File: src/rtl/isq_pkg.sv
package isq_pkg;
  typedef enum logic [2:0] {
    S_IDLE   = 3'd0,
    S_ACK    = 3'd1,
    S_PUSH_H = 3'd2,
    S_PUSH_L = 3'd3,
    S_PUSH_S = 3'd4,
    S_VEC_L  = 3'd5,
    S_VEC_H  = 3'd6,
    S_FIN    = 3'd7
  } seq_state_t;

  typedef enum logic [1:0] {
    K_RESET = 2'd0,
    K_NMI   = 2'd1,
    K_IRQ   = 2'd2
  } entry_kind_t;

  // status bit positions
  localparam int FLG_E = 5;
  localparam int FLG_B = 4;
  localparam int FLG_D = 3;
  localparam int FLG_I = 2;
  localparam int FLG_Z = 1;
endpackage

File: src/rtl/isq_rst_sync.sv
module isq_rst_sync #(
  parameter int STAGES = 2
) (
  input  logic clk,
  input  logic rst_n_async,
  output logic rst_n_sync
);
  logic [STAGES-1:0] sync_q;

  always_ff @(posedge clk or negedge rst_n_async) begin
    if (!rst_n_async) sync_q <= '0;
    else              sync_q <= {sync_q[STAGES-2:0], 1'b1};
  end

  assign rst_n_sync = sync_q[STAGES-1];
endmodule

File: src/rtl/isq_arbiter.sv
module isq_arbiter
  import isq_pkg::*;
(
  input  logic        clk,
  input  logic        rst_n,
  input  logic        nmi_req,
  input  logic        irq_req,
  input  logic        irq_masked,
  input  logic        boundary,
  input  logic        idle,
  output logic        take,
  output entry_kind_t take_kind
);
  logic nmi_prev_q, nmi_prev_d;
  logic nmi_pend_q, nmi_pend_d;
  logic nmi_rise, nmi_ready, can_take, take_nmi, take_irq;

  always_comb begin
    nmi_rise   = nmi_req & ~nmi_prev_q;
    nmi_ready  = nmi_pend_q | nmi_rise;
    can_take   = idle & boundary;
    take_nmi   = can_take & nmi_ready;
    take_irq   = can_take & ~nmi_ready & irq_req & ~irq_masked;
    take       = take_nmi | take_irq;
    take_kind  = take_nmi ? K_NMI : K_IRQ;
    nmi_prev_d = nmi_req;
    nmi_pend_d = nmi_ready & ~take_nmi;
  end

  always_ff @(posedge clk or negedge rst_n) begin
    if (!rst_n) begin
      nmi_prev_q <= 1'b0;
      nmi_pend_q <= 1'b0;
    end else begin
      nmi_prev_q <= nmi_prev_d;
      nmi_pend_q <= nmi_pend_d;
    end
  end
endmodule

File: src/rtl/isq_sequencer.sv
module isq_sequencer
  import isq_pkg::*;
#(
  parameter int                ADDR_W  = 16,
  parameter int                DATA_W  = 8,
  parameter logic [ADDR_W-1:0] VEC_NMI = 16'hFFFA,
  parameter logic [ADDR_W-1:0] VEC_RST = 16'hFFFC,
  parameter logic [ADDR_W-1:0] VEC_IRQ = 16'hFFFE
) (
  input  logic              clk,
  input  logic              rst_n,
  input  logic              take,
  input  entry_kind_t       take_kind,
  input  logic [ADDR_W-1:0] cpu_pc,
  input  logic [DATA_W-1:0] cpu_status,
  input  logic [ADDR_W-1:0] cpu_sp,
  input  logic [DATA_W-1:0] rd_data,
  output logic [ADDR_W-1:0] mem_addr,
  output logic              mem_rd,
  output logic              mem_wr,
  output logic [DATA_W-1:0] wr_data,
  output logic              busy,
  output logic              pc_load,
  output logic [ADDR_W-1:0] pc_out,
  output logic              status_load,
  output logic [DATA_W-1:0] status_out,
  output logic              sp_load,
  output logic [ADDR_W-1:0] sp_out,
  output logic              index_clr
);
  localparam int                PAGE_W       = ADDR_W - DATA_W;
  localparam logic [PAGE_W-1:0] STACK_PAGE   = PAGE_W'(1);
  localparam logic [DATA_W-1:0] MASK_B       = DATA_W'(1) << FLG_B;
  localparam logic [DATA_W-1:0] MASK_D       = DATA_W'(1) << FLG_D;
  localparam logic [DATA_W-1:0] MASK_I       = DATA_W'(1) << FLG_I;
  localparam logic [DATA_W-1:0] RESET_STATUS = (DATA_W'(1) << FLG_E) | MASK_B | MASK_I
                                               | (DATA_W'(1) << FLG_Z);
  localparam logic [ADDR_W-1:0] RESET_SP     = {STACK_PAGE, {DATA_W{1'b1}}};

  seq_state_t        state_q, state_d;
  entry_kind_t       kind_q;
  logic [ADDR_W-1:0] pc_q, sp_q, vec_base;
  logic [DATA_W-1:0] stat_q, vlo_q, vhi_q, sp_lo;
  logic [PAGE_W-1:0] sp_hi;
  logic              cap_en, dec_en, vlo_en, vhi_en;

  assign sp_lo = sp_q[DATA_W-1:0];
  assign sp_hi = sp_q[ADDR_W-1:DATA_W];

  // next state
  always_comb begin
    state_d = state_q;
    cap_en  = 1'b0;
    unique case (state_q)
      S_IDLE:   if (take) begin state_d = S_ACK; cap_en = 1'b1; end
      S_ACK:    state_d = S_PUSH_H;
      S_PUSH_H: state_d = S_PUSH_L;
      S_PUSH_L: state_d = S_PUSH_S;
      S_PUSH_S: state_d = S_VEC_L;
      S_VEC_L:  state_d = S_VEC_H;
      S_VEC_H:  state_d = S_FIN;
      S_FIN:    state_d = S_IDLE;
      default:  state_d = S_IDLE;
    endcase
  end

  always_comb begin
    unique case (kind_q)
      K_NMI:   vec_base = VEC_NMI;
      K_IRQ:   vec_base = VEC_IRQ;
      default: vec_base = VEC_RST;
    endcase
  end

  // bus and load outputs
  always_comb begin
    mem_addr    = '0;
    mem_rd      = 1'b0;
    mem_wr      = 1'b0;
    wr_data     = '0;
    pc_load     = 1'b0;
    pc_out      = {vhi_q, vlo_q};
    status_load = 1'b0;
    status_out  = '0;
    sp_load     = 1'b0;
    sp_out      = '0;
    index_clr   = 1'b0;
    vlo_en      = 1'b0;
    vhi_en      = 1'b0;
    unique case (state_q)
      S_PUSH_H: begin
        mem_wr   = 1'b1;
        mem_addr = {STACK_PAGE, sp_lo};
        wr_data  = DATA_W'(pc_q >> DATA_W);
      end
      S_PUSH_L: begin
        mem_wr   = 1'b1;
        mem_addr = {STACK_PAGE, sp_lo};
        wr_data  = pc_q[DATA_W-1:0];
      end
      S_PUSH_S: begin
        mem_wr      = 1'b1;
        mem_addr    = {STACK_PAGE, sp_lo};
        wr_data     = stat_q & ~MASK_B;
        status_load = 1'b1;
        status_out  = (stat_q & ~MASK_D) | MASK_I;
        sp_load     = 1'b1;
        sp_out      = {sp_hi, sp_lo - DATA_W'(1)};
      end
      S_VEC_L: begin
        mem_rd   = 1'b1;
        mem_addr = vec_base;
        vlo_en   = 1'b1;
      end
      S_VEC_H: begin
        mem_rd   = 1'b1;
        mem_addr = vec_base + ADDR_W'(1);
        vhi_en   = 1'b1;
      end
      S_FIN: begin
        pc_load = 1'b1;
        if (kind_q == K_RESET) begin
          status_load = 1'b1;
          status_out  = RESET_STATUS;
          sp_load     = 1'b1;
          sp_out      = RESET_SP;
          index_clr   = 1'b1;
        end
      end
      default: ;
    endcase
  end

  assign dec_en = mem_wr;
  assign busy   = (state_q != S_IDLE);

  // registers
  always_ff @(posedge clk or negedge rst_n) begin
    if (!rst_n) begin
      state_q <= S_VEC_L;
      kind_q  <= K_RESET;
      pc_q    <= '0;
      stat_q  <= '0;
      sp_q    <= '0;
      vlo_q   <= '0;
      vhi_q   <= '0;
    end else begin
      state_q <= state_d;
      if (cap_en) begin
        kind_q <= take_kind;
        pc_q   <= cpu_pc;
        stat_q <= cpu_status;
        sp_q   <= cpu_sp;
      end else if (dec_en) begin
        sp_q[DATA_W-1:0] <= sp_lo - DATA_W'(1);
      end
      if (vlo_en) vlo_q <= rd_data;
      if (vhi_en) vhi_q <= rd_data;
    end
  end
endmodule

File: src/rtl/isq_top.sv
module isq_top
  import isq_pkg::*;
#(
  parameter int                ADDR_W  = 16,
  parameter int                DATA_W  = 8,
  parameter int                SYNC_N  = 2,
  parameter logic [ADDR_W-1:0] VEC_NMI = 16'hFFFA,
  parameter logic [ADDR_W-1:0] VEC_RST = 16'hFFFC,
  parameter logic [ADDR_W-1:0] VEC_IRQ = 16'hFFFE
) (
  input  logic              clk,
  input  logic              rst_n,
  input  logic              irq_req,
  input  logic              nmi_req,
  input  logic              insn_boundary,
  input  logic [ADDR_W-1:0] cpu_pc,
  input  logic [DATA_W-1:0] cpu_status,
  input  logic [ADDR_W-1:0] cpu_sp,
  input  logic [DATA_W-1:0] rd_data,
  output logic [ADDR_W-1:0] mem_addr,
  output logic              mem_rd,
  output logic              mem_wr,
  output logic [DATA_W-1:0] wr_data,
  output logic              busy,
  output logic              pc_load,
  output logic [ADDR_W-1:0] pc_out,
  output logic              status_load,
  output logic [DATA_W-1:0] status_out,
  output logic              sp_load,
  output logic [ADDR_W-1:0] sp_out,
  output logic              index_clr
);
  logic        rst_n_int;
  logic        take;
  entry_kind_t take_kind;

  isq_rst_sync #(.STAGES(SYNC_N)) u_rst (
    .clk         (clk),
    .rst_n_async (rst_n),
    .rst_n_sync  (rst_n_int)
  );

  isq_arbiter u_arb (
    .clk        (clk),
    .rst_n      (rst_n_int),
    .nmi_req    (nmi_req),
    .irq_req    (irq_req),
    .irq_masked (cpu_status[FLG_I]),
    .boundary   (insn_boundary),
    .idle       (~busy),
    .take       (take),
    .take_kind  (take_kind)
  );

  isq_sequencer #(
    .ADDR_W  (ADDR_W),
    .DATA_W  (DATA_W),
    .VEC_NMI (VEC_NMI),
    .VEC_RST (VEC_RST),
    .VEC_IRQ (VEC_IRQ)
  ) u_seq (
    .clk         (clk),
    .rst_n       (rst_n_int),
    .take        (take),
    .take_kind   (take_kind),
    .cpu_pc      (cpu_pc),
    .cpu_status  (cpu_status),
    .cpu_sp      (cpu_sp),
    .rd_data     (rd_data),
    .mem_addr    (mem_addr),
    .mem_rd      (mem_rd),
    .mem_wr      (mem_wr),
    .wr_data     (wr_data),
    .busy        (busy),
    .pc_load     (pc_load),
    .pc_out      (pc_out),
    .status_load (status_load),
    .status_out  (status_out),
    .sp_load     (sp_load),
    .sp_out      (sp_out),
    .index_clr   (index_clr)
  );
endmodule

File: config.mk
export PLATFORM = sky130hd
export DESIGN_NAME = isq_top
export DESIGN_NICKNAME = d
export VERILOG_FILES = /design/src/rtl/isq_pkg.sv /design/src/rtl/isq_rst_sync.sv /design/src/rtl/isq_arbiter.sv /design/src/rtl/isq_sequencer.sv /design/src/rtl/isq_top.sv
export SDC_FILE = /design/constraint.sdc
export NUM_CORES = 1
export LEC_CHECK = 0
export BUFFER_PORTS_ARGS = -buffer_cell sky130_fd_sc_hd__clkbuf_2
export CORE_MARGIN = 3
export CORE_UTILIZATION = 53
export DETAILED_ROUTE_END_ITERATION = 7
export PLACE_DENSITY = 0.86
export RECOVER_POWER = 25
export SKIP_CTS_REPAIR_TIMING = 1
export SLEW_MARGIN = 30
export SYNTH_ARGS = -nofsm -noshare
export SYNTH_HDL_FRONTEND = slang
export SYNTH_SLANG_ARGS = --single-unit
File: constraint.sdc
create_clock -name clk -period 5.3 [get_ports clk]
set_input_delay 0.795 -clock clk [delete_from_list [all_inputs] [get_ports clk]]
set_output_delay 0.795 -clock clk [all_outputs]
set_load 0.1 [all_outputs]
# Word-level counts from Yosys, hierarchy flattened
# Cells that the tools add are included.
[classes]
n_addsub = 2
n_mux = 22
reduce_logical = 6
n_eq_ne = 10
n_bitwise = 14
[op_table]
columns = ["op", "n"]
rows = [
  ["16-bit one-hot mux with 3 select lines", 1],
  ["16-bit one-hot mux with 2 select lines", 1],
  ["3-bit one-hot mux with 8 select lines", 1],
  ["8-bit one-hot mux with 3 select lines", 1],
  ["8-bit two-way mux", 2],
  ["8-bit one-hot mux with 2 select lines", 1],
  ["3-bit equality test (second input constant)", 4],
  ["1-bit two-way mux", 9],
  ["9-bit two-way mux", 1],
  ["8-bit by 1-bit subtractor with 8-bit output (second input constant)", 1],
  ["1-bit bitwise AND", 7],
  ["3-bit by 2-bit equality test with 1-bit output (second input constant)", 2],
  ["6-bit two-way mux", 1],
  ["3-bit one-hot mux with 2 select lines", 1],
  ["4-bit by 2-bit adder with 5-bit output (second input constant)", 1],
  ["1-bit NOT", 5],
  ["3-bit by 1-bit equality test with 1-bit output (second input constant)", 1],
  ["3-bit logical NOT", 1],
  ["3-bit two-way mux", 1],
  ["3-bit nonzero test", 1],
  ["3-bit OR reduction", 1],
  ["2-bit by 1-bit equality test with 1-bit output (second input constant)", 1],
  ["2-bit equality test (second input constant)", 1],
  ["2-bit logical NOT", 1],
  ["6 further kinds", 7],
]
[word_totals]
ff_bits = 65
out_inout_bits = 71
in_bits = 53
wordCells = 65

# Depth between registers and ports, before layout
# Gate-level depths: netlist of the first run.
[depth]
ltp_word = 11
ltp_mapped = 8
depth_no_buf = 6

# Hierarchy
# A second synthesis of the first run with hierarchy kept.
[hier_totals]
hier_cells = 369
area_unflattened_um2 = 3318.2
[by_module_without_submodules]
columns = ["module", "cells_per_inst", "seq_area_each_um2", "n_inst", "area_per_inst_um2"]
rows = [
  ["isq_sequencer", 354, 1529.0, 1, 3143.0],
  ["isq_arbiter", 11, 50.0, 1, 117.6],
  ["isq_rst_sync", 3, 50.0, 1, 53.8],
  ["isq_top", 1, 0.0, 1, 3.8],
]

# Worst setup path before layout of the first run
# No wires, ideal clock.
[synth_path]
path_kind = "register to output"
startpoint = "register u_seq.state_q[2]"
endpoint = "output mem_addr[0]"
t_required_ns = 4.505
path_stages_with_launch = 8
path_buffers = 4
slack_ns = 0.856
arrival_ns = 3.649
cell_sequence = "dfstp_2 -> buf_4 -> or3b_1 -> buf_6 -> and2_4 -> buf_6 -> buf_2 -> o21ai_0"
[synth_between]
elab_chain_cells = 3
elab_cells_between_ends = 7
classes_between = "5 x eq/ne; 1 x mux; 1 x reduce/logical"
[synth_lines]
columns = ["item", "line_no", "rtl"]
rows = [
  ["from (decl)", "isq_sequencer.sv:40", "seq_state_t state_q, state_d;"],
  ["from (signal assigned)", "isq_sequencer.sv:148", "state_q <= state_d;"],
  ["3-bit by 2-bit equality test with 1-bit output or 3-bit equality test (tied branches)", "isq_sequencer.sv:90", "unique case (state_q)"],
  ["3-bit OR reduction (no source line)", "--", ""],
  ["16-bit one-hot mux with 3 select lines *", "isq_sequencer.sv:90", ""],
  ["to (decl)", "isq_top.sv:20", "output logic [ADDR_W-1:0] mem_addr,"],
]
# Every way passes the cells marked *; elsewhere a longest branch is shown, timed or not.

# Final worst setup path of the first run
[layout_path]
startpoint = "register u_seq.state_q[0]"
endpoint = "output mem_addr[1]"
# Same word-level chain as after synthesis.

==> results.toml, run 1 <==
[routing]
drt_iter0_drc = 147
firstDrtPassIters = 4
drt.antenna.violating_nets = 0
detail_route.wl_per_cell_microns = 15.1
vias = 2454
drc_errors = 0
drt-total-wl_mm = 7.09
via_per_inst = 5.24

[logic_synthesis]
synth.cell_area_sq_um = 3200
yosys.area_share.simple = 0.128
synth_top_family_by_area = "multiplexers"
yosysTopAreaCell = "dfrtp_1"
synth_area_leaders = "dfrtp_1 (49%), mux2_2 (17%), nand2_1 (3.3%)"
synth_cell_types = 44
syn-num-nets = 337
synth_flop_cell = "dfrtp_1"
syn_inst = 281
synthXorXnorAreaFrac = 0.0192
ys_ff_latch = 65
synthAdderAreaFrac = 0.0117
synthMuxAreaShare = 0.194
syn_area_per_cell_sq_um = 11.4
ys_warn_count = 0
yosysSeqAreaShare = 0.510
yosysTopAreaCellShare = 0.493
synth-async-reset-ratio = 1.00
synth_edf_count = 0
synth_compound_area_frac = 0.0724

[timing]
min_period_ns = 3.80
period_share = 0.717
worstMarginPinSlew_ns = 1.79
setup_tns_ns = 0
fin_skew_ns = 0.00806
maxSlewHeadroom = -0.195
max_freq_mhz = 263
final-hold-violation-count = 0
setup_violations = 0
slew_viol_final = 35
rsz0062_at_grt = "no"

[floorplanning]
die_y_microns = 83.7
ios = 124
core_area_sq_um = 5680
start_util = 0.563
dieArea_sq_um = 7000
std_cell_rows = 27
die_w_microns = 83.7

[placed_design]
portBuffers = 122
hpwl_mm = 5.25
place_congestion = 0.851

[run_status]
status = "complete, but fails checks"
violations = "max-capacitance violations, max-slew violations"

[cts]
clkTransAtPathRegs_ns = 0.07
clk_latency_ns = 0.33
cts_made_buffers = 9
cts.sinks = 65
htreeDepth = 3
tritoncts = "built"
root_buffer = "clkbuf_8"
clockBufferDepth = 2

[layout]
area_delta_synth_final_pct = 24.0
n_fill_cell = 439
drive_above_1_share = 0.477
n_antenna_cell = 0
nets = 447

[hold_path]
min_path_type = "in -> async"

[worst_setup_path]
critical_path.slowest_cell = "dfstp_1"
cpLargestDelayFamily = "flip-flops"
criticalPathCategory = "reg -> out"
arrival_ns = 3.00
slowest_delay_ns = 1.01
critPathLaunchType = "register"
cp_max_fo = 18
reg2reg_setup_slack_ns = 2.56
required_ns = 4.51
crit_buf_inv = 2
end_kind = "primary output"
path_cells = "nand3b_1, and2_0, inv_1, nand2_1, o21ai_0, clkbuf_2"

[global_route]
grtUsageTotal = 0.211
grt_pass1_vias = 2589
grt_pass1_wl_mm = 12.0
grt_max_degree = 40
grt-ovfl-total = 0
antenna_found_initial = 0

[job]
drv_cap = 1
[final timing paths]
check / from / end / depth (start not counted)
max in group asynchronous: u_rst.sync_q[1] / u_seq.sp_q[8] / 1
min in group clk: u_rst.sync_q[0] / u_rst.sync_q[1] / 0
min: rst_n / u_rst.sync_q[0] / 1
max: u_seq.state_q[0] / mem_addr[1] / 6
max reg2reg: u_rst.sync_q[1] / u_seq.sp_q[8] / 1
min reg2reg: u_rst.sync_q[0] / u_rst.sync_q[1] / 0
[logic make-up (layout without fill, tap and decap cells)]
kind of cell             count (synthesis)  count (layout)
AND/OR/NAND/NOR                         76              76
flip-flops                              65              65
multiplexers                            56              56
AO/OA/AOI/OAI                           36              36
buffers and inverters                   36             151
XOR/XNOR                                 7               7
adder cells (fa/ha/maj)                  3               3
other                                    2               2
[synthesized netlist by cell type, drive strengths merged, types with 4 or more instances]
cell type and number:
a21oi 6, a221o 4, and2 14, buf 18
clkbuf 7, dfrtp 63, inv 10, mux2 47
mux2i 9, nand2 28, nor2 9, nor3 4
o21ai 16, or3 4, xnor2 4
[per-stage QoR]
step	worst slack (ns)	cell area, sq um	cells	util	hold WS [ns]
2_1_floorplan	0.856	3200	281	-	0.331
3_5_place_dp	2.09	3770	452	0.665	0.322
6_report	1.50	3970	468	0.699	0.244
4_1_cts	1.73	3990	468	0.702	0.223
5_1_grt	1.15	3970	468	0.699	0.233
3_3_place_gp	2.16	3770	452	0.665	0.314
[cell usage in the layout, fill, tap and decap left out, drive strengths merged, types with 4 or more instances in the layout]
cell type	instances
and2	14
o21ai	16
nor3	4
a21oi	6
mux2i	9
a221o	4
nand2	28
mux2	47
clkbuf	136
inv	10
dfrtp	63
nor2	9
or3	4
xnor2	4
[sequential cells by signal, summed over array words and instances, names as in the netlist]
register	count
u_arb.nmi_pend_q	1
u_arb.nmi_prev_q	1
u_rst.sync_q	2
u_seq.kind_q	2
u_seq.pc_q	16
u_seq.sp_q	16
u_seq.stat_q	8
u_seq.state_q	3
u_seq.vhi_q	8
u_seq.vlo_q	8
[layout make-up]
type / instances / area, sq um / share of cell area
clock buffers: 13 / 149 / 0.0376
multi-input cells: 180 / 1370 / 0.346
repair buffers: 124 / 621 / 0.157
well taps: 72 / 90.1 / 0.0227
clock inverters: 3 / 65.1 / 0.0164
flip-flops and latches: 65 / 1630 / 0.411
inverters: 11 / 41.3 / 0.0104
[per-layer routing]
| metal | up-vias | global-route usage | share of wire |
|---|---|---|---|
| met1 | 1180 | 0.260 | 0.40 |
| met5 | - | 0 | 0 |
| met2 | 102 | 0.354 | 0.50 |
| li1 | 1170 | - | - |
| met3 | 2 | 0.0731 | 0.096 |
| met4 | 0 | 0.0556 | 0.0034 |
Power of run 1 is not shown: default switching activity piles up to over one toggle a cycle in this logic, so the estimate is an artifact.
==> run 2: changes to the inputs <==
- CORE_UTILIZATION: 53 -> 49
- PLACE_DENSITY: 0.86 -> 0.8
- clock period: 5.3 -> 3.59 ns (I/O delays scaled with it)
==> run 2 against run 1 <==
Effect of this change:
- worst setup slack got worse by 1.2 ns
- worst hold slack improved by 0.070 ns
- non-clock buffer count up 2
- die area grew 7.6%
- highest routed layer unchanged
- first-iteration DRC count is 22% lower
- via count is 0.29% higher
- the flow still finishes with violations (max-capacitance violations, max-slew violations)
- clock skew shrank 0.0013 ns
- critical path depth unchanged
- sequential cell count unchanged
==> results.toml, run 2 (synthesized netlist as in run 1, its figures left out) <==
[run_status]
status = "complete, but fails checks"
violations = "max-capacitance violations, max-slew violations"

[worst_setup_path]
reg2reg_setup_slack_ns = 1.34
arrival_ns = 2.73
path_cells = "nand3b_1, and2_0, inv_1, nand2_1, o21ai_0, clkbuf_2"
timing.rr.start = "u_seq.state_q[0]"
r2r-end = "u_seq.sp_q[2]"
criticalPathCategory = "reg -> out"
end_kind = "primary output"
slowest_delay_ns = 0.82
required_ns = 3.05
cp_max_fo = 18
crit_buf_inv = 2
cpLargestDelayFamily = "simple AND/OR/NAND/NOR gates"
critPathLaunchType = "register"
critical_path.slowest_cell = "dfstp_2"
r2r_cells = 4

[layout]
layout_commonest_cell = "clkbuf_2"
stdcell_count = 473
area_delta_synth_final_pct = 25.5
n_antenna_cell = 0
layout_common_cells = "clkbuf_2 (121), dfrtp_1 (63), mux2_2 (47)"
largest_registers = "u_seq.pc_q x16, u_seq.sp_q x16"
nets = 449
drive_above_1_share = 0.490

[routing]
drt_iter0_drc = 114
firstDrtPassIters = 4
drt.antenna.violating_nets = 0
via_per_inst = 5.20
vias = 2461
drt-total-wl_mm = 7.03
detail_route.wl_per_cell_microns = 14.9
drc_errors = 0

[timing]
setup_tns_ns = 0
period_share = 0.910
maxSlewHeadroom = -0.201
worstMarginPinSlew_ns = 1.80
max_freq_mhz = 306
rsz0062_at_grt = "no"
final-hold-violation-count = 0
min_period_ns = 3.27
setup_violations = 0
fin_skew_ns = 0.00680
slew_viol_final = 48

[global_route]
antenna_found_initial = 0
grtUsageTotal = 0.192
grt-ovfl-total = 0
grt_pass1_vias = 2377
grt_pass1_wl_mm = 11.1
grt_max_degree = 48

[placed_design]
hpwl_mm = 5.25
placedCellCount = 456
place_congestion = 0.863
portBuffers = 122

[hold_path]
min_path_type = "in -> reg"
hp-start = "nmi_req"
hold_path_end = "u_arb.nmi_prev_q"
hold_depth = 1

[cts]
htreeDepth = 3
cts_made_buffers = 9
tritoncts = "built"
clockBufferDepth = 2
cts.sinks = 65
clkTransAtPathRegs_ns = 0.07
root_buffer = "clkbuf_8"
clk_latency_ns = 0.34

[floorplanning]
std_cell_rows = 28
start_util = 0.521
die_y_microns = 86.8
ios = 124
core_area_sq_um = 6130
dieArea_sq_um = 7530
die_w_microns = 86.8

[job]
drv_cap = 1
==> run 2: cell count changes in the layout (fill, tap and decap cells not counted), moves of 2 or more <==
cell      change
clkbuf_1      -3
o21ai_1       +4
o21ai_0       -4
buf_4         +2
==> run 2: layout make-up <==
cell class / count / area (sq um)
clock buffers: 11 / 141
fillers: 491 / 2120
clock inverters: 5 / 78.8
multi-input cells: 180 / 1390
repair buffers: 126 / 642
inverters: 11 / 41.3
well taps: 75 / 93.8
flip-flops and latches: 65 / 1630
==> run 2: per-layer routing <==
layer  global-route usage  part of all wire  routed length, microns  vias up
met2                0.311              0.47                    3300      116
met4               0.0680             0.016                     111        0
li1                     -                 -                       -     1172
met1                0.227              0.40                    2800     1161
met5                    0                 0                       0        -
met3               0.0856              0.12                     814       12
==> run 2: worst register-to-register path: stages (launching register included) <==
cell and delay (ns):
dfstp_2 0.82, or3b_1 0.37, and2_4 0.32, clkinv_1 0.23, a221o_1 0.40
==> run 2: worst max path at each step <==
stage | startpoint | to | slack, ns | cells after the start
floorplan | u_seq.state_q[2] | mem_addr[0] | -0.60 | 7
global route | u_seq.state_q[0] | mem_addr[1] | 0.07 | 6
global placement | u_seq.state_q[0] | mem_addr[1] | 0.66 | 6
detailed placement | u_seq.state_q[0] | mem_addr[1] | 0.64 | 6
finish | u_seq.state_q[0] | mem_addr[1] | 0.32 | 6
CTS | u_seq.state_q[0] | mem_addr[1] | 0.26 | 6
==> run 2: stage by stage <==
| step | setup WS (ns) | util | instance area, sq um | hold WS, ns |
|---|---|---|---|---|
| floorplan | -0.598 | - | 3200 | 0.243 |
| global placement | 0.659 | 0.617 | 3780 | 0.326 |
| detailed placement | 0.641 | 0.618 | 3790 | 0.325 |
| CTS | 0.265 | 0.653 | 4010 | -0.0490 |
| global route | 0.0693 | 0.654 | 4010 | 0.299 |
| finish | 0.325 | 0.654 | 4010 | 0.314 |
Power of run 2 is left out for the same reason.
